--- src/rtl/adc_rd_pkg.sv ---
package adc_rd_pkg;
    typedef enum logic [1:0] {
        S_IDLE = 2'd0,
        S_WAIT = 2'd1,
        S_LOW  = 2'd2,
        S_HIGH = 2'd3
    } rd_state_e;

    localparam int WORD_W = 16;
    localparam int BYTE_W = 8;
endpackage

--- src/rtl/adc_rd_timer.sv ---
module adc_rd_timer #(
    parameter int CNT_W = 4
) (
    input  logic             clk,
    input  logic             rst_n,
    input  logic             load_i,
    input  logic [CNT_W-1:0] len_i,
    output logic             zero_o
);
    logic [CNT_W-1:0] cnt_q;

    always_ff @(posedge clk or negedge rst_n) begin
        if (!rst_n) begin
            cnt_q <= '0;
        end else if (load_i) begin
            cnt_q <= (len_i == '0) ? '0 : len_i - 1'b1;
        end else if (cnt_q != '0) begin
            cnt_q <= cnt_q - 1'b1;
        end
    end

    assign zero_o = (cnt_q == '0);
endmodule

--- src/rtl/adc_rd_assemble.sv ---
module adc_rd_assemble
    import adc_rd_pkg::*;
#(
    parameter int NUM_CH = 8,
    parameter int CH_W   = 3
) (
    input  logic              clk,
    input  logic              rst_n,
    input  logic              cap_i,
    input  logic              byte_mode_i,
    input  logic              msb_first_i,
    input  logic              piece_i,
    input  logic [CH_W-1:0]   ch_i,
    input  logic              last_i,
    input  logic [WORD_W-1:0] db_i,
    input  logic              fd_i,
    output logic              valid_o,
    output logic [WORD_W-1:0] data_o,
    output logic [CH_W-1:0]   ch_o,
    output logic              err_o,
    output logic              done_o
);
    logic [BYTE_W-1:0] hold_q;
    logic              err_acc_q;
    logic              piece_err;

    always_comb begin
        if (ch_i == '0) begin
            piece_err = !fd_i;
        end else if (ch_i == CH_W'(1) && !piece_i) begin
            piece_err = fd_i;
        end else begin
            piece_err = 1'b0;
        end
    end

    always_ff @(posedge clk or negedge rst_n) begin
        if (!rst_n) begin
            hold_q    <= '0;
            err_acc_q <= 1'b0;
            valid_o   <= 1'b0;
            data_o    <= '0;
            ch_o      <= '0;
            err_o     <= 1'b0;
            done_o    <= 1'b0;
        end else if (cap_i && byte_mode_i && !piece_i) begin
            hold_q    <= db_i[BYTE_W-1:0];
            err_acc_q <= piece_err;
            valid_o   <= 1'b0;
            done_o    <= 1'b0;
        end else if (cap_i) begin
            valid_o <= 1'b1;
            ch_o    <= ch_i;
            done_o  <= last_i;
            if (byte_mode_i) begin
                data_o <= msb_first_i ? {hold_q, db_i[BYTE_W-1:0]}
                                      : {db_i[BYTE_W-1:0], hold_q};
                err_o  <= piece_err | err_acc_q;
            end else begin
                data_o <= db_i;
                err_o  <= piece_err;
            end
        end else begin
            valid_o <= 1'b0;
            done_o  <= 1'b0;
        end
    end

    AST_DONE_WITH_LAST: assert property (@(posedge clk) disable iff (!rst_n)
        done_o |-> (valid_o && ch_o == CH_W'(NUM_CH-1)));
    AST_CH_IN_RANGE: assert property (@(posedge clk) disable iff (!rst_n)
        valid_o |-> (ch_o <= CH_W'(NUM_CH-1)));
    AST_ERR_ONLY_EARLY: assert property (@(posedge clk) disable iff (!rst_n)
        (valid_o && err_o) |-> (ch_o <= CH_W'(1)));
endmodule

--- src/rtl/adc_par_reader.sv ---
module adc_par_reader
    import adc_rd_pkg::*;
#(
    parameter int  NUM_CH = 8,
    parameter int  CNT_W  = 4,
    localparam int CH_W   = (NUM_CH > 1) ? $clog2(NUM_CH) : 1
) (
    input  logic              clk,
    input  logic              rst_n,
    input  logic              start_i,
    input  logic              byte_mode_i,
    input  logic              msb_first_i,
    input  logic [CNT_W-1:0]  rd_low_cyc_i,
    input  logic [CNT_W-1:0]  rd_high_cyc_i,
    input  logic              busy_i,
    input  logic              first_data_i,
    input  logic [15:0]       db_i,
    output logic              cs_n_o,
    output logic              rd_n_o,
    output logic              res_valid_o,
    output logic [15:0]       res_data_o,
    output logic [CH_W-1:0]   res_ch_o,
    output logic              align_err_o,
    output logic              done_o
);
    rd_state_e         state_q, state_d;
    logic              cfg_byte_q, cfg_msb_q;
    logic [CNT_W-1:0]  cfg_lo_q, cfg_hi_q;
    logic [CH_W-1:0]   ch_q;
    logic              piece_q;
    logic              fin_q;
    logic              tmr_zero, tmr_load;
    logic [CNT_W-1:0]  tmr_len;
    logic              cap, last_piece, load_lo;

    assign cap        = (state_q == S_LOW) && tmr_zero;
    assign last_piece = (ch_q == CH_W'(NUM_CH-1)) && (!cfg_byte_q || piece_q);
    assign load_lo    = ((state_q == S_WAIT) && !busy_i)
                     || ((state_q == S_HIGH) && tmr_zero && !fin_q);
    assign tmr_load   = load_lo || cap;
    assign tmr_len    = cap ? cfg_hi_q : cfg_lo_q;

    adc_rd_timer #(.CNT_W(CNT_W)) timer_i (
        .clk    (clk),
        .rst_n  (rst_n),
        .load_i (tmr_load),
        .len_i  (tmr_len),
        .zero_o (tmr_zero)
    );

    // next-state logic
    always_comb begin
        state_d = state_q;
        unique case (state_q)
            S_IDLE: if (start_i)            state_d = S_WAIT;
            S_WAIT: if (!busy_i)            state_d = S_LOW;
            S_LOW:  if (tmr_zero)           state_d = S_HIGH;
            S_HIGH: if (tmr_zero)           state_d = fin_q ? S_IDLE : S_LOW;
            default:                        state_d = S_IDLE;
        endcase
    end

    // state register and frame counters
    always_ff @(posedge clk or negedge rst_n) begin
        if (!rst_n) begin
            state_q    <= S_IDLE;
            cfg_byte_q <= 1'b0;
            cfg_msb_q  <= 1'b0;
            cfg_lo_q   <= '0;
            cfg_hi_q   <= '0;
            ch_q       <= '0;
            piece_q    <= 1'b0;
            fin_q      <= 1'b0;
        end else begin
            state_q <= state_d;
            if (state_q == S_IDLE && start_i) begin
                cfg_byte_q <= byte_mode_i;
                cfg_msb_q  <= msb_first_i;
                cfg_lo_q   <= rd_low_cyc_i;
                cfg_hi_q   <= rd_high_cyc_i;
                ch_q       <= '0;
                piece_q    <= 1'b0;
                fin_q      <= 1'b0;
            end else if (cap) begin
                if (last_piece) begin
                    fin_q <= 1'b1;
                end else if (cfg_byte_q && !piece_q) begin
                    piece_q <= 1'b1;
                end else begin
                    piece_q <= 1'b0;
                    ch_q    <= ch_q + 1'b1;
                end
            end
        end
    end

    // bus control outputs
    always_comb begin
        cs_n_o = 1'b1;
        rd_n_o = 1'b1;
        unique case (state_q)
            S_IDLE, S_WAIT: begin
                cs_n_o = 1'b1;
                rd_n_o = 1'b1;
            end
            S_LOW: begin
                cs_n_o = 1'b0;
                rd_n_o = 1'b0;
            end
            S_HIGH: begin
                cs_n_o = 1'b0;
                rd_n_o = 1'b1;
            end
            default: begin
                cs_n_o = 1'b1;
                rd_n_o = 1'b1;
            end
        endcase
    end

    adc_rd_assemble #(.NUM_CH(NUM_CH), .CH_W(CH_W)) asm_i (
        .clk         (clk),
        .rst_n       (rst_n),
        .cap_i       (cap),
        .byte_mode_i (cfg_byte_q),
        .msb_first_i (cfg_msb_q),
        .piece_i     (piece_q),
        .ch_i        (ch_q),
        .last_i      (last_piece),
        .db_i        (db_i),
        .fd_i        (first_data_i),
        .valid_o     (res_valid_o),
        .data_o      (res_data_o),
        .ch_o        (res_ch_o),
        .err_o       (align_err_o),
        .done_o      (done_o)
    );

    AST_RD_INSIDE_CS: assert property (@(posedge clk) disable iff (!rst_n)
        !rd_n_o |-> !cs_n_o);
    AST_WAIT_WHILE_BUSY: assert property (@(posedge clk) disable iff (!rst_n)
        (state_q == S_WAIT && busy_i) |=> rd_n_o);
    AST_CAPTURE_BEFORE_RISE: assert property (@(posedge clk) disable iff (!rst_n)
        $rose(rd_n_o) |-> $past(cap));
    AST_START_IGNORED: assert property (@(posedge clk) disable iff (!rst_n)
        (state_q == S_LOW && start_i) |=> (state_q != S_WAIT));
endmodule

--- config.mk ---
export PLATFORM = sky130hd
export DESIGN_NAME = adc_par_reader
export DESIGN_NICKNAME = d
export VERILOG_FILES = /design/src/rtl/adc_rd_pkg.sv /design/src/rtl/adc_rd_timer.sv /design/src/rtl/adc_rd_assemble.sv /design/src/rtl/adc_par_reader.sv
export SDC_FILE = /design/constraint.sdc
export NUM_CORES = 1
export LEC_CHECK = 0
export ABC_CLOCK_PERIOD_IN_PS = 3600
export BUFFER_PORTS_ARGS = -buffer_cell sky130_fd_sc_hd__buf_4
export CAP_MARGIN = 20
export CELL_PAD_IN_SITES_DETAIL_PLACEMENT = 0
export CELL_PAD_IN_SITES_GLOBAL_PLACEMENT = 1
export CORE_UTILIZATION = 35
export DETAILED_ROUTE_END_ITERATION = 16
export GPL_ROUTABILITY_DRIVEN = 0
export GPL_TIMING_DRIVEN = 0
export PLACE_DENSITY = 0.71
export REMOVE_ABC_BUFFERS = 1
export SYNTH_ARGS = -nofsm -noshare
export SYNTH_HDL_FRONTEND = slang
export SYNTH_SLANG_ARGS = --single-unit
--- constraint.sdc ---
create_clock -name clk -period 3.6 [get_ports clk]
set_clock_uncertainty 0.15 [all_clocks]
set_input_delay 0.36 -clock clk [delete_from_list [all_inputs] [get_ports clk]]
set_output_delay 0.36 -clock clk [all_outputs]
set_load 0.02 [all_outputs]
Word-level counts from Yosys, hierarchy flattened
Index checks and enable logic that the tools add are counted.
{ "totals": {"reg_bits": 52, "inputBits": 31, "out_inout_bits": 24, "elab_cells": 98} }
{ "op_classes": {"addsub": 3, "n_eq_ne": 11, "n_mux": 32, "n_bitwise": 2, "reduce_logical": 34} }
{ "op_table": {"columns": ["operator", "n"], "rows": [
  ["$mux 16", 2],
  ["$mux 4", 4],
  ["$mux 1", 14],
  ["$mux 3", 4],
  ["$ne 2x2->1 const B", 6],
  ["$logic_and 1x1->1", 10],
  ["$mux 2", 5],
  ["$logic_not 4->1", 2],
  ["$pmux 2 s4", 1],
  ["$sub 4x1->4 const B", 2],
  ["$reduce_and 2->1", 3],
  ["$reduce_bool 2->1", 3],
  ["$logic_not 1->1", 5],
  ["$eq 2x2->1 const B", 2],
  ["$pmux 1 s2", 2],
  ["$reduce_and 4->1", 1],
  ["$reduce_bool 4->1", 1],
  ["$reduce_or 2->1", 2],
  ["$add 3x1->3 const B", 1],
  ["$eq 3x1->1 const B", 1],
  ["$eq 3x3->1 const B", 1],
  ["$logic_not 3->1", 1],
  ["$logic_or 1x1->1", 3],
  ["$reduce_and 3->1", 1],
  ["other kinds (5)", 5]
]} }

Depth between registers and ports, before layout
Gate-level depths: netlist of the first run.
{ "logic_depth": {"depth_word": 6, "ltp_mapped": 8, "depth_no_buf": 7} }

Cells and area by module
Synthesis of the first run repeated with hierarchy kept, for this count alone.
{ "hier_totals": {"cells_unflattened": 246, "area_unflattened_um2": 2623.8} }
{ "modules_own_cells": {"columns": ["mod", "instances", "cells_per_inst", "area_per_inst_um2", "seq_area_each_um2"], "rows": [
  ["adc_rd_assemble", 1, 121, 1492.7, 775.7],
  ["adc_par_reader", 1, 96, 849.6, 425.4],
  ["adc_rd_timer", 1, 29, 281.5, 100.1]
]} }

Worst setup path before layout of the first run
Ideal clock, no wire load.
{ "synth_timing": {"kind": "flip-flop to flip-flop", "from": "register timer_i.cnt_q[0]", "to": "register asm_i.data_o[2]", "setup_time_ps": 123, "arrival_time_ps": 1717, "required_ps": 3327, "path_slack_ps": 1610, "stages_incl_launch_ff": 9, "path_buffers": 2, "synth_period_minus_slack_ps": 1990, "cell_sequence": "dfrtp_1 -> inv_1 -> ha_1 -> or3b_1 -> or3_4 -> buf_6 -> buf_6 -> nand2_1 -> o21ai_1"} }
{ "synth_between": {"elab_chain_cells": 6} }
{ "synth_rtl": {"columns": ["item", "line", "source"], "rows": [
  ["start, declared", "adc_rd_timer.sv:10", "logic [CNT_W-1:0] cnt_q;"],
  ["start signal, assigned", "adc_rd_timer.sv:16", "cnt_q <= (len_i == '0) ? '0 : len_i - 1'b1;"],
  ["start signal, assigned", "adc_rd_timer.sv:18", "cnt_q <= cnt_q - 1'b1;"],
  ["$logic_not 4->1 *", "adc_rd_timer.sv:22", "assign zero_o = (cnt_q == '0);"],
  ["$logic_and 1x1->1 *", "adc_par_reader.sv:36", "assign cap = (state_q == S_LOW) && tmr_zero;"],
  ["$logic_and 1x1->1 (2 in series)", "adc_rd_assemble.sv:46", "end else if (cap_i && byte_mode_i && !piece_i) begin"],
  ["$not 1->1 (no line)", null, null],
  ["$reduce_and 2->1 (no line) *", null, null],
  ["end signal, assigned", "adc_rd_assemble.sv:56", "data_o <= msb_first_i ? {hold_q, db_i[BYTE_W-1:0]}"],
  ["end signal, assigned", "adc_rd_assemble.sv:60", "data_o <= db_i;"],
  ["end, declared", "adc_rd_assemble.sv:18", "output logic [WORD_W-1:0] data_o,"]
]} }
Every way passes the cells marked *; elsewhere a longest branch is shown, timed or not.
A chain may end at the register's enable or synchronous reset.

Worst setup path in the final report of the first run
{ "layout_timing": {"from": "register timer_i.cnt_q[0]", "to": "register fin_q"} }
{ "layout_between": {"elab_chain_cells": 4} }
{ "layout_rtl": {"columns": ["item", "line", "source"], "rows": [
  ["$logic_not 4->1", "adc_rd_timer.sv:22", null],
  ["$logic_and 1x1->1", "adc_par_reader.sv:36", null],
  ["$reduce_bool 2->1 (no line)", null, null],
  ["$reduce_and 2->1 (no line)", null, null],
  ["end signal, assigned", "adc_par_reader.sv:73", "fin_q <= 1'b0;"],
  ["end signal, assigned", "adc_par_reader.sv:83", "fin_q <= 1'b0;"],
  ["end signal, assigned", "adc_par_reader.sv:86", "fin_q <= 1'b1;"],
  ["end, declared", "adc_par_reader.sv:31", "logic fin_q;"]
]} }
No other way between the ends.

==> reports/results.txt, run 1 <==
Status = finished clean
Share of layout cells above drive strength 1 = 25.6%
Global-route wire length before repair = 9090 um
Worst Path Required = 3.69 ns
Worst reg2reg path startpoint = timer_i.cnt_q[0]$_DFFE_PN0P_
Max-slew violations = 0
Slew Limit Headroom = 43.9%
DP HPWL = 3650 um
Initial antenna violation count = 0
RSZ-0062 raised after global routing = false
Nets = 348
Tightest Pin Transition = 0.838 ns
Fin cells = 408
Worst setup path class = reg2reg
Final hold viol count = 0
Largest net degree at the start of global routing = 53
Starting DRT DRC Count = 61
Via count = 1915
Post-CTS Resized = 0
Multi-input logic area = 0.00118 mm^2
CTS tree = yes
Routed Antenna Nets = 0
Finished Core Util = 45.3%
Core area = 0.00694 mm^2
LEAKAGE = 1.53 nW
Fmax = 384 MHz
Total clock sinks = 52
Max FO, Critical Path = 40
Hold depth = 3
Io pins = 55
Vias in the first global route = 1868
Total GRT Usage = 15.3%
Worst VDD drop = 0.000234 V
Yosys warnings = 0
TritonCTS Buffers = 5
Fill count = 682
Rows = 30
Post-DR vias/cell = 4.69
H-tree levels = 2
Hold_ws = 0.0953 ns
Post-place setup slack = 1.02 ns
HP Start = rd_low_cyc_i[0]
Sequential fraction of the synthesis area = 50.6%
DRC = 0
Die Area = 0.00770 mm^2
R2R Setup Slk = 0.99 ns
Number of distinct library cells after synthesis = 42
Worst R2R End = fin_q$_DFFE_PN0P_
Setup TNS Final = 0 ns
N_diodes = 0
Dpl cells = 399
Clock transition at the registers of the reported paths = 0.09 ns
# port buffers = 54
EDFF count, synth = 0
Top FF cell, synth = dfrtp_1
Power Density = 870 mW/mm^2
Post-synthesis cell count = 262
Clock insertion delay at the later pin of the skew report = 0.30 ns
GRT overflow = 0
Syn avg cell area = 9.82 um^2
Total power = 2.74 mW
Starting Density = 37.0%
Worst EP arrival = 2.70 ns
Worst Hold End = cfg_lo_q[0]$_DFFE_PN0P_
Mapped Area = 0.00257 mm^2
Die W = 87.7 um
Fin area = 0.00314 mm^2
Max-cap violations = 0
Final WL = 5420 um
Min Tclk post-route = 2.61 ns
Hold Crit Class = in2reg
Root Driver = clkbuf_8
P&R area growth vs syn = 22.2%
R2R depth = 7
Crit share post-route = 72.4%
Endpoints failing setup = 0
1st-pass router iterations = 4
Crit path launch type = flop
Reg area = 0.00130 mm^2
Worst setup margin = 0.993 ns
Clk buf depth = 2
Setup crit end kind = flop
Wire per inst = 13.3 um
Flops & latches, synth = 52
Dpl cell area = 0.00303 mm^2
Height of the chip = 87.7 um
Async SR Flop Fraction = 100%
[synthesized netlist by cell type (all sizes together) (2+ instances only)]
| cell type | number | area share [%] |
|---|---|---|
| mux2 | 9 | 3.9 |
| nor4 | 2 | 1.1 |
| o21ai | 33 | 6.7 |
| inv | 6 | 0.88 |
| o31ai | 3 | 0.88 |
| or3 | 3 | 0.92 |
| nor2 | 7 | 1.7 |
| clkbuf | 5 | 0.73 |
| or2 | 2 | 0.49 |
| nor3b | 5 | 1.5 |
| mux2i | 17 | 6.6 |
| dfrtp | 52 | 51 |
| nor3 | 3 | 0.58 |
| buf | 8 | 2.2 |
| nand2 | 70 | 10 |
| ha | 6 | 2.9 |
| a21oi | 10 | 1.9 |
| nand3 | 2 | 0.39 |
| nand2b | 4 | 0.97 |
[sequential cells by signal, summed over array words and instances (netlist names), 2 cells and up]
| signal | cells |
|---|---|
| asm_i.data_o | 16 |
| asm_i.hold_q | 8 |
| cfg_hi_q | 4 |
| cfg_lo_q | 4 |
| timer_i.cnt_q | 4 |
| asm_i.ch_o | 3 |
| ch_q | 3 |
| state_q | 2 |
[layout by cell type (no fill, tap or decap), types with 7 or more instances in the layout]
| master | synthesis | layout |
|---|---|---|
| a21oi_1 | 10 | 10 |
| buf_4 | 2 | 54 |
| dfrtp_1 | 52 | 52 |
| mux2_2 | 9 | 9 |
| mux2i_1 | 17 | 17 |
| nand2_1 | 69 | 69 |
| o21ai_0 | 24 | 24 |
| o21ai_1 | 7 | 7 |
[worst max-delay path, stage by stage, from the launching register on]
cell,delay (ns)
dfrtp_1,0.42
inv_1,0.09
ha_1,0.18
or3b_1,0.61
or3_4,0.65
inv_1,0.15
and2_1,0.17
o21a_1,0.11
[kinds of logic after synthesis]
group,after synthesis,share of synthesized area [%]
buf+inv,19,3.84
simple gates,103,19.4
xor+xnor,1,0.341
compound gates,55,12.4
mux,26,10.6
fa+ha+maj,6,2.92
flops,52,50.6
[layer usage]
layer  routed length [um]  global-route usage [%]  vias up
met5                    0                       0        -
met1                 2670                    20.4      875
li1                     -                       -      993
met3                  189                    3.20        6
met4                   67                    4.62        0
met2                 2490                    25.0       41
[worst max-delay path by stage]
stage / start / cells past startpoint / slack (ns) / to
after floorplan: timer_i.cnt_q[0]$_DFFE_PN0P_ / 7 / 1.31 / fin_q$_DFFE_PN0P_
after global placement: timer_i.cnt_q[0]$_DFFE_PN0P_ / 7 / 1.05 / fin_q$_DFFE_PN0P_
after detailed placement: timer_i.cnt_q[0]$_DFFE_PN0P_ / 7 / 1.02 / fin_q$_DFFE_PN0P_
after CTS: timer_i.cnt_q[0]$_DFFE_PN0P_ / 7 / 1.0 / fin_q$_DFFE_PN0P_
after global routing: timer_i.cnt_q[0]$_DFFE_PN0P_ / 7 / 0.82 / fin_q$_DFFE_PN0P_
final: timer_i.cnt_q[0]$_DFFE_PN0P_ / 7 / 0.99 / fin_q$_DFFE_PN0P_
[what timing repair did]
| action | CTS | global route |
|---|---|---|
| endpoints found under the setup margin | 0 | 0 |
| endpoints found under the hold margin | 52 | 0 |
| hold buffers | 1 | 0 |
| buffers inserted | 0 | 0 |
[where the power goes]
part	internal, mW	switching [mW]	total, mW	leakage (nW)
Combinational	0.555	0.661	1.22	0.839
Sequential	0.863	0.260	1.12	0.638
Clock	0.207	0.189	0.396	0.0552
[layout make-up]
| type | instances | share of cell area (%) |
|---|---|---|
| repair buffers | 55 | 13.2 |
| flip-flops and latches | 52 | 41.4 |
| clock buffers | 6 | 2.31 |
| well taps | 96 | 3.82 |
| inverters | 6 | 0.716 |
| clock inverters | 2 | 1.11 |
| multi-input cells | 191 | 37.4 |
(Power assumes the default switching activity.)
==> run 2, diff against run 1 <==
--- a/config.mk
+++ b/config.mk
@@ -5,7 +5,7 @@
 export SDC_FILE = /design/constraint.sdc
 export NUM_CORES = 1
 export LEC_CHECK = 0
-export ABC_CLOCK_PERIOD_IN_PS = 3600
+export ABC_CLOCK_PERIOD_IN_PS = 2100
 export BUFFER_PORTS_ARGS = -buffer_cell sky130_fd_sc_hd__buf_4
 export CAP_MARGIN = 20
 export CELL_PAD_IN_SITES_DETAIL_PLACEMENT = 0
@@ -14,7 +14,7 @@
 export DETAILED_ROUTE_END_ITERATION = 16
 export GPL_ROUTABILITY_DRIVEN = 0
 export GPL_TIMING_DRIVEN = 0
-export PLACE_DENSITY = 0.71
+export PLACE_DENSITY = 0.74
 export REMOVE_ABC_BUFFERS = 1
 export SYNTH_ARGS = -nofsm -noshare
 export SYNTH_HDL_FRONTEND = slang
==> constraint.sdc (replaced) <==
create_clock -name clk -period 2.1 [get_ports clk]
set_clock_uncertainty 0.15 [all_clocks]
set_input_delay 0.21 -clock clk [delete_from_list [all_inputs] [get_ports clk]]
set_output_delay 0.21 -clock clk [all_outputs]
set_load 0.02 [all_outputs]
==> run 2 against run 1 <==
  * Worst setup slack got worse by 0.94 ns
  * Register-to-register slack got worse by 0.94 ns
  * Global-route usage rose by 1.4 points
  * Core utilization rose by 4.4 points
  * Critical path type unchanged
  * Critical endpoint is now ch_q[1]$_DFFE_PN0P_
  * Highest routed layer unchanged
==> reports/results.txt, run 2 (synthesized netlist as in run 1, its figures left out) <==
Status = finished clean (unchanged)
Fin cells = 435 (was 408)
Io pins = 55 (unchanged)
Die W = 87.7 um (unchanged)
Worst setup path class = reg2reg (unchanged)
Most frequent cells in the layout = 68 x nand2_1, 61 x buf_4, 51 x dfrtp_1 (was 69 x nand2_1, 54 x buf_4, 52 x dfrtp_1)
Worst VDD drop = 0.000381 V (was 0.000234 V)
Largest regs = asm_i.data_o (16), asm_i.hold_q (8) (unchanged)
Worst R2R End = ch_q[1]$_DFFE_PN0P_ (was fin_q$_DFFE_PN0P_)
Wire per inst = 13.7 um (was 13.3 um)
Max FO, Critical Path = 8 (was 40)
HP Start = busy_i (was rd_low_cyc_i[0])
CTS tree = yes (unchanged)
Endpoints failing setup = 0 (unchanged)
H-tree levels = 2 (unchanged)
TritonCTS Buffers = 5 (unchanged)
Die Area = 0.00770 mm^2 (unchanged)
Hold Crit Class = in2reg (unchanged)
Min Tclk post-route = 2.05 ns (was 2.61 ns)
Max-cap violations = 0 (unchanged)
Worst reg2reg path startpoint = timer_i.cnt_q[1]$_DFFE_PN0P_ (was timer_i.cnt_q[0]$_DFFE_PN0P_)
Total power = 4.99 mW (was 2.74 mW)
Nets = 375 (was 348)
Worst Path Required = 2.12 ns (was 3.69 ns)
Global-route wire length before repair = 9750 um (was 9090 um)
Power Density = 1450 mW/mm^2 (was 870 mW/mm^2)
Total GRT Usage = 16.8% (was 15.3%)
Post-DR vias/cell = 4.81 (was 4.69)
N_diodes = 0 (unchanged)
Crit path launch type = flop (unchanged)
Starting Density = 37.0% (unchanged)
Worst EP arrival = 2.07 ns (was 2.70 ns)
Slew Limit Headroom = 43.7% (was 43.9%)
Fmax = 488 MHz (was 384 MHz)
Routed Antenna Nets = 0 (unchanged)
Starting DRT DRC Count = 95 (was 61)
Tightest Pin Transition = 0.841 ns (was 0.838 ns)
# port buffers = 54 (unchanged)
R2R depth = 7 (unchanged)
Final WL = 5960 um (was 5420 um)
Clock transition at the registers of the reported paths = 0.10 ns (was 0.09 ns)
Largest net degree at the start of global routing = 53 (unchanged)
DRC = 0 (unchanged)
Total clock sinks = 52 (unchanged)
GRT overflow = 0 (unchanged)
Via count = 2094 (was 1915)
Rows = 30 (unchanged)
Max-slew violations = 0 (unchanged)
Vias in the first global route = 2009 (was 1868)
Share of layout cells above drive strength 1 = 30.4% (was 25.6%)
Number of flip-flops in the largest register = 16 (unchanged)
Worst setup margin = 0.0497 ns (was 0.993 ns)
Final hold viol count = 0 (unchanged)
LEAKAGE = 1.66 nW (was 1.53 nW)
R2R Setup Slk = 0.05 ns (was 0.99 ns)
Initial antenna violation count = 0 (unchanged)
Hold depth = 3 (unchanged)
Setup crit end kind = flop (unchanged)
Commonest non-fill, non-tap cell in the layout = nand2_1 (unchanged)
Post-place setup slack = -0.502 ns (was 1.02 ns)
Dpl cells = 399 (unchanged)
Most flops, register = asm_i.data_o (unchanged)
Core area = 0.00694 mm^2 (unchanged)
Crit share post-route = 97.6% (was 72.4%)
Root Driver = clkbuf_8 (unchanged)
P&R area growth vs syn = 34.1% (was 22.2%)
1st-pass router iterations = 4 (unchanged)
Worst Hold End = state_q[0]$_DFFE_PN0P_ (was cfg_lo_q[0]$_DFFE_PN0P_)
Height of the chip = 87.7 um (unchanged)
DP HPWL = 3670 um (was 3650 um)
Clk buf depth = 2 (unchanged)
Clock insertion delay at the later pin of the skew report = 0.31 ns (was 0.30 ns)
[run 2: changes by cell type in the layout (fill, tap and decap cells not counted), moves of 2 or more]
| cell | delta |
|---|---|
| o21ai_0 | -5 |
| buf_4 | +7 |
| inv_1 | -2 |
| o21ai_1 | +5 |
| or3_4 | +2 |
| buf_6 | +2 |
| inv_2 | +2 |
| dlygate4sd3_1 | +16 |
[run 2: area by class of cell]
class | count | area, um^2
Fill cell | 673 | 3490
Tap cell | 96 | 120
Multi-Input combinational cell | 193 | 1240
Sequential cell | 52 | 1300
Timing Repair Buffer | 80 | 651
Clock buffer | 5 | 68.8
Clock inverter | 3 | 42.5
Inverter | 6 | 22.5
[run 2: per-layer routing]
layer  global-route usage (%)  share of wire, %  up-vias
li1                         -                 -     1054
met1                     22.5                49      979
met2                     26.6                45       53
met3                     3.86               4.2        8
met4                     5.81               1.7        0
met5                        0                 0        -
[run 2: worst max-delay path, cell delays in order (launching register included)]
cell and delay, ns:
dfrtp_1 0.41, inv_2 0.10, ha_4 0.14, or3b_4 0.46, buf_6 0.16, nor4_4 0.25, buf_4 0.18, o31ai_1 0.06
[run 2: worst max-delay path by stage]
stage	start	to	slack (ns)	cells past startpoint
2_1_floorplan	timer_i.cnt_q[0]$_DFFE_PN0P_	fin_q$_DFFE_PN0P_	-0.19	7
3_3_place_gp	timer_i.cnt_q[0]$_DFFE_PN0P_	fin_q$_DFFE_PN0P_	-0.47	7
3_5_place_dp	timer_i.cnt_q[0]$_DFFE_PN0P_	fin_q$_DFFE_PN0P_	-0.50	7
4_1_cts	timer_i.cnt_q[0]$_DFFE_PN0P_	ch_q[0]$_DFFE_PN0P_	0.007	6
5_1_grt	timer_i.cnt_q[1]$_DFFE_PN0P_	ch_q[0]$_DFFE_PN0P_	-0.02	8
6_report	timer_i.cnt_q[1]$_DFFE_PN0P_	ch_q[1]$_DFFE_PN0P_	0.05	7
[run 2: power breakdown]
part	switching (mW)	total, mW	internal, mW
Sequential	0.455	1.94	1.48
Clock	0.344	0.697	0.353
Combinational	1.24	2.35	1.11
[run 2: through the flow]
| step | area [um^2] | hold slack, ns | utilization (%) | TNS, ns |
|---|---|---|---|---|
| floorplan | 2500 | -0.236 | - | -1.80 |
| global placement | 3020 | 0.139 | 43.5 | -9.46 |
| detailed placement | 3030 | 0.140 | 43.6 | -9.56 |
| CTS | 3400 | 0.000429 | 48.9 | 0 |
| global route | 3450 | 0.00771 | 49.7 | -0.0331 |
| finish | 3450 | 0.00175 | 49.7 | 0 |
[run 2: repair_timing]
| item | CTS | global route |
|---|---|---|
| resized for setup | 10 | 13 |
| endpoints found under the setup margin | 40 | 25 |
| buffers inserted | 7 | 3 |
| hold buffers | 17 | 0 |
| endpoints found under the hold margin | 68 | 0 |
| pin swaps | 1 | 2 |
| gates cloned | 2 | 0 |
==> run 3, diff against run 2 <==
--- a/config.mk
+++ b/config.mk
@@ -5,7 +5,7 @@
 export SDC_FILE = /design/constraint.sdc
 export NUM_CORES = 1
 export LEC_CHECK = 0
-export ABC_CLOCK_PERIOD_IN_PS = 2100
+export ABC_CLOCK_PERIOD_IN_PS = 2500
 export BUFFER_PORTS_ARGS = -buffer_cell sky130_fd_sc_hd__buf_4
 export CAP_MARGIN = 20
 export CELL_PAD_IN_SITES_DETAIL_PLACEMENT = 0
@@ -14,7 +14,7 @@
 export DETAILED_ROUTE_END_ITERATION = 16
 export GPL_ROUTABILITY_DRIVEN = 0
 export GPL_TIMING_DRIVEN = 0
-export PLACE_DENSITY = 0.74
+export PLACE_DENSITY = 0.71
 export REMOVE_ABC_BUFFERS = 1
 export SYNTH_ARGS = -nofsm -noshare
 export SYNTH_HDL_FRONTEND = slang
==> constraint.sdc (replaced) <==
create_clock -name clk -period 2.5 [get_ports clk]
set_clock_uncertainty 0.15 [all_clocks]
set_input_delay 0.25 -clock clk [delete_from_list [all_inputs] [get_ports clk]]
set_output_delay 0.25 -clock clk [all_outputs]
set_load 0.1 [all_outputs]
==> run 3 against run 2 <==
  * Final area shrank 5.4%
  * Critical path type unchanged
  * Largest cell class unchanged
  * Sequential share of layout area grew 2.1 points
  * Worst hold slack better by 0.046 ns
==> reports/results.txt, run 3 (synthesized netlist as in run 1, its figures left out) <==
Status = finished clean (unchanged)
N_diodes = 0 (unchanged)
Nets = 359 (was 375)
Wire per inst = 13.6 um (was 13.7 um)
Setup crit end kind = flop (unchanged)
Endpoints failing setup = 0 (unchanged)
Dpl cells = 399 (unchanged)
Most flops, register = asm_i.data_o (unchanged)
Share of layout cells above drive strength 1 = 26.0% (was 30.4%)
Die Area = 0.00770 mm^2 (unchanged)
1st-pass router iterations = 4 (unchanged)
Multi-input logic area = 0.00120 mm^2 (was 0.00124 mm^2)
RSZ-0062 raised after global routing = false
Io pins = 55 (unchanged)
DP HPWL = 3650 um (was 3670 um)
Final WL = 5700 um (was 5960 um)
Post-DR vias/cell = 4.80 (was 4.81)
Largest regs = asm_i.data_o (16), asm_i.hold_q (8) (unchanged)
CP max stage delay = 0.50 ns (was 0.46 ns)
Vias in the first global route = 1914 (was 2009)
Largest net degree at the start of global routing = 53 (unchanged)
Rows = 30 (unchanged)
GRT overflow = 0 (unchanged)
Clock transition at the registers of the reported paths = 0.10 ns (about the same)
DRC = 0 (unchanged)
Max-cap violations = 0 (unchanged)
P&R area growth vs syn = 26.9% (was 34.1%)
Worst EP arrival = 2.39 ns (was 2.07 ns)
Number of flip-flops in the largest register = 16 (unchanged)
Root Driver = clkbuf_8 (unchanged)
Hold Crit Class = in2reg (unchanged)
Worst setup path class = reg2reg (unchanged)
Commonest non-fill, non-tap cell in the layout = nand2_1 (unchanged)
Via count = 2011 (was 2094)
Final hold viol count = 0 (unchanged)
Min Tclk post-route = 2.30 ns (was 2.05 ns)
Reg area = 0.00130 mm^2 (unchanged)
Fmax = 434 MHz (was 488 MHz)
Crit path max-delay cell type = or3b_4 (unchanged)
# port buffers = 54 (unchanged)
Fill count = 674 (was 673)
CTS tree = yes (unchanged)
Max FO, Critical Path = 20 (was 8)
Core area = 0.00694 mm^2 (unchanged)
H-tree levels = 2 (unchanged)
CP delay by family, top = simple AND/OR/NAND/NOR gates (unchanged)
Buf+Inv Stages, Crit Path = 2 (was 3)
Total GRT Usage = 16.0% (was 16.8%)
Fin cells = 419 (was 435)
Clock insertion delay at the later pin of the skew report = 0.30 ns (was 0.31 ns)
Most frequent cells in the layout = 69 x nand2_1, 54 x buf_4, 51 x dfrtp_1 (was 68 x nand2_1, 61 x buf_4, 51 x dfrtp_1)
Height of the chip = 87.7 um (unchanged)
Starting Density = 37.0% (unchanged)
Fin area = 0.00326 mm^2 (was 0.00345 mm^2)
Max-slew violations = 0 (unchanged)
Tightest Pin Transition = 0.861 ns (was 0.841 ns)
Crit path launch type = flop (unchanged)
Crit-path cells = inv_1, ha_1, or3b_4, or3_4, inv_1, and2_1, o21a_1 (was inv_2, ha_4, or3b_4, buf_6, nor4_4, buf_4, o31ai_1)
Dpl cell area = 0.00303 mm^2 (unchanged)
Slew Limit Headroom = 42.4% (was 43.7%)
Post-place setup slack = -0.0839 ns (was -0.502 ns)
Clk buf depth = 2 (unchanged)
Crit share post-route = 92.1% (was 97.6%)
Die W = 87.7 um (unchanged)
Total clock sinks = 52 (unchanged)
Worst setup margin = 0.197 ns (was 0.0497 ns)
Initial antenna violation count = 0 (unchanged)
Routed Antenna Nets = 0 (unchanged)
TritonCTS Buffers = 5 (unchanged)
Global-route wire length before repair = 9470 um (was 9750 um)
Most used cell, CP = inv_1
Setup TNS Final = 0 ns (unchanged)
Starting DRT DRC Count = 63 (was 95)
Worst Path Required = 2.59 ns (was 2.12 ns)
run 3: cell count changes in the layout (fill, tap and decap cells not counted), sizes merged:
cell / delta
clkbuf: +1
dlygate4sd3: -6
clkinvlp: -1
or3: -1
buf: -9
run 3: metrics by stage:
step                      hold slack (ns)  util [%]
after floorplan                    -0.196         -
after global placement              0.185      43.5
after detailed placement            0.185      43.6
after CTS                          0.0375      46.9
after global routing               0.0430      47.0
final                              0.0475      47.0
run 3: area by class of cell:
cell class	instances	share of cell area, %
clock inverters	2	1.07
repair buffers	65	15.8
multi-input cells	192	36.6
inverters	6	0.690
clock buffers	6	2.22
well taps	96	3.68
flip-flops and latches	52	39.9
run 3: repair_timing:
action	4_1_cts	5_1_grt
gates resized for setup	2	2
endpoints found under the hold margin	62	0
cloned	1	0
setup buffers	0	0
pin swaps	1	0
endpoints found under the setup margin	2	2
hold buffers	11	0
run 3: final timing paths:
path / start / end / slack [ns] / depth (start not counted)
max in group asynchronous: rst_n / cfg_byte_q$_DFFE_PN0P_ / 1.32 / 2
worst min register to register: asm_i.ch_o[2]$_DFFE_PN0P_ / asm_i.ch_o[2]$_DFFE_PN0P_ / 0.34 / 2
worst max-delay path: timer_i.cnt_q[0]$_DFFE_PN0P_ / fin_q$_DFFE_PN0P_ / 0.20 / 7
min in group asynchronous: rst_n / asm_i.data_o[12]$_DFFE_PN0P_ / 0.37 / 2
worst min-delay path: db_i[3] / asm_i.hold_q[3]$_DFFE_PN0P_ / 0.05 / 2
worst max register to register: timer_i.cnt_q[0]$_DFFE_PN0P_ / fin_q$_DFFE_PN0P_ / 0.20 / 7
run 3: routing by layer:
layer | wire (um) | track usage (%)
met3 | 238 | 3.30
met2 | 2640 | 25.9
met5 | 0 | 0
met4 | 50 | 4.62
met1 | 2770 | 21.6
Power of run 3 is not shown: default switching activity piles up to over one toggle a cycle in this logic, so the estimate is an artifact.
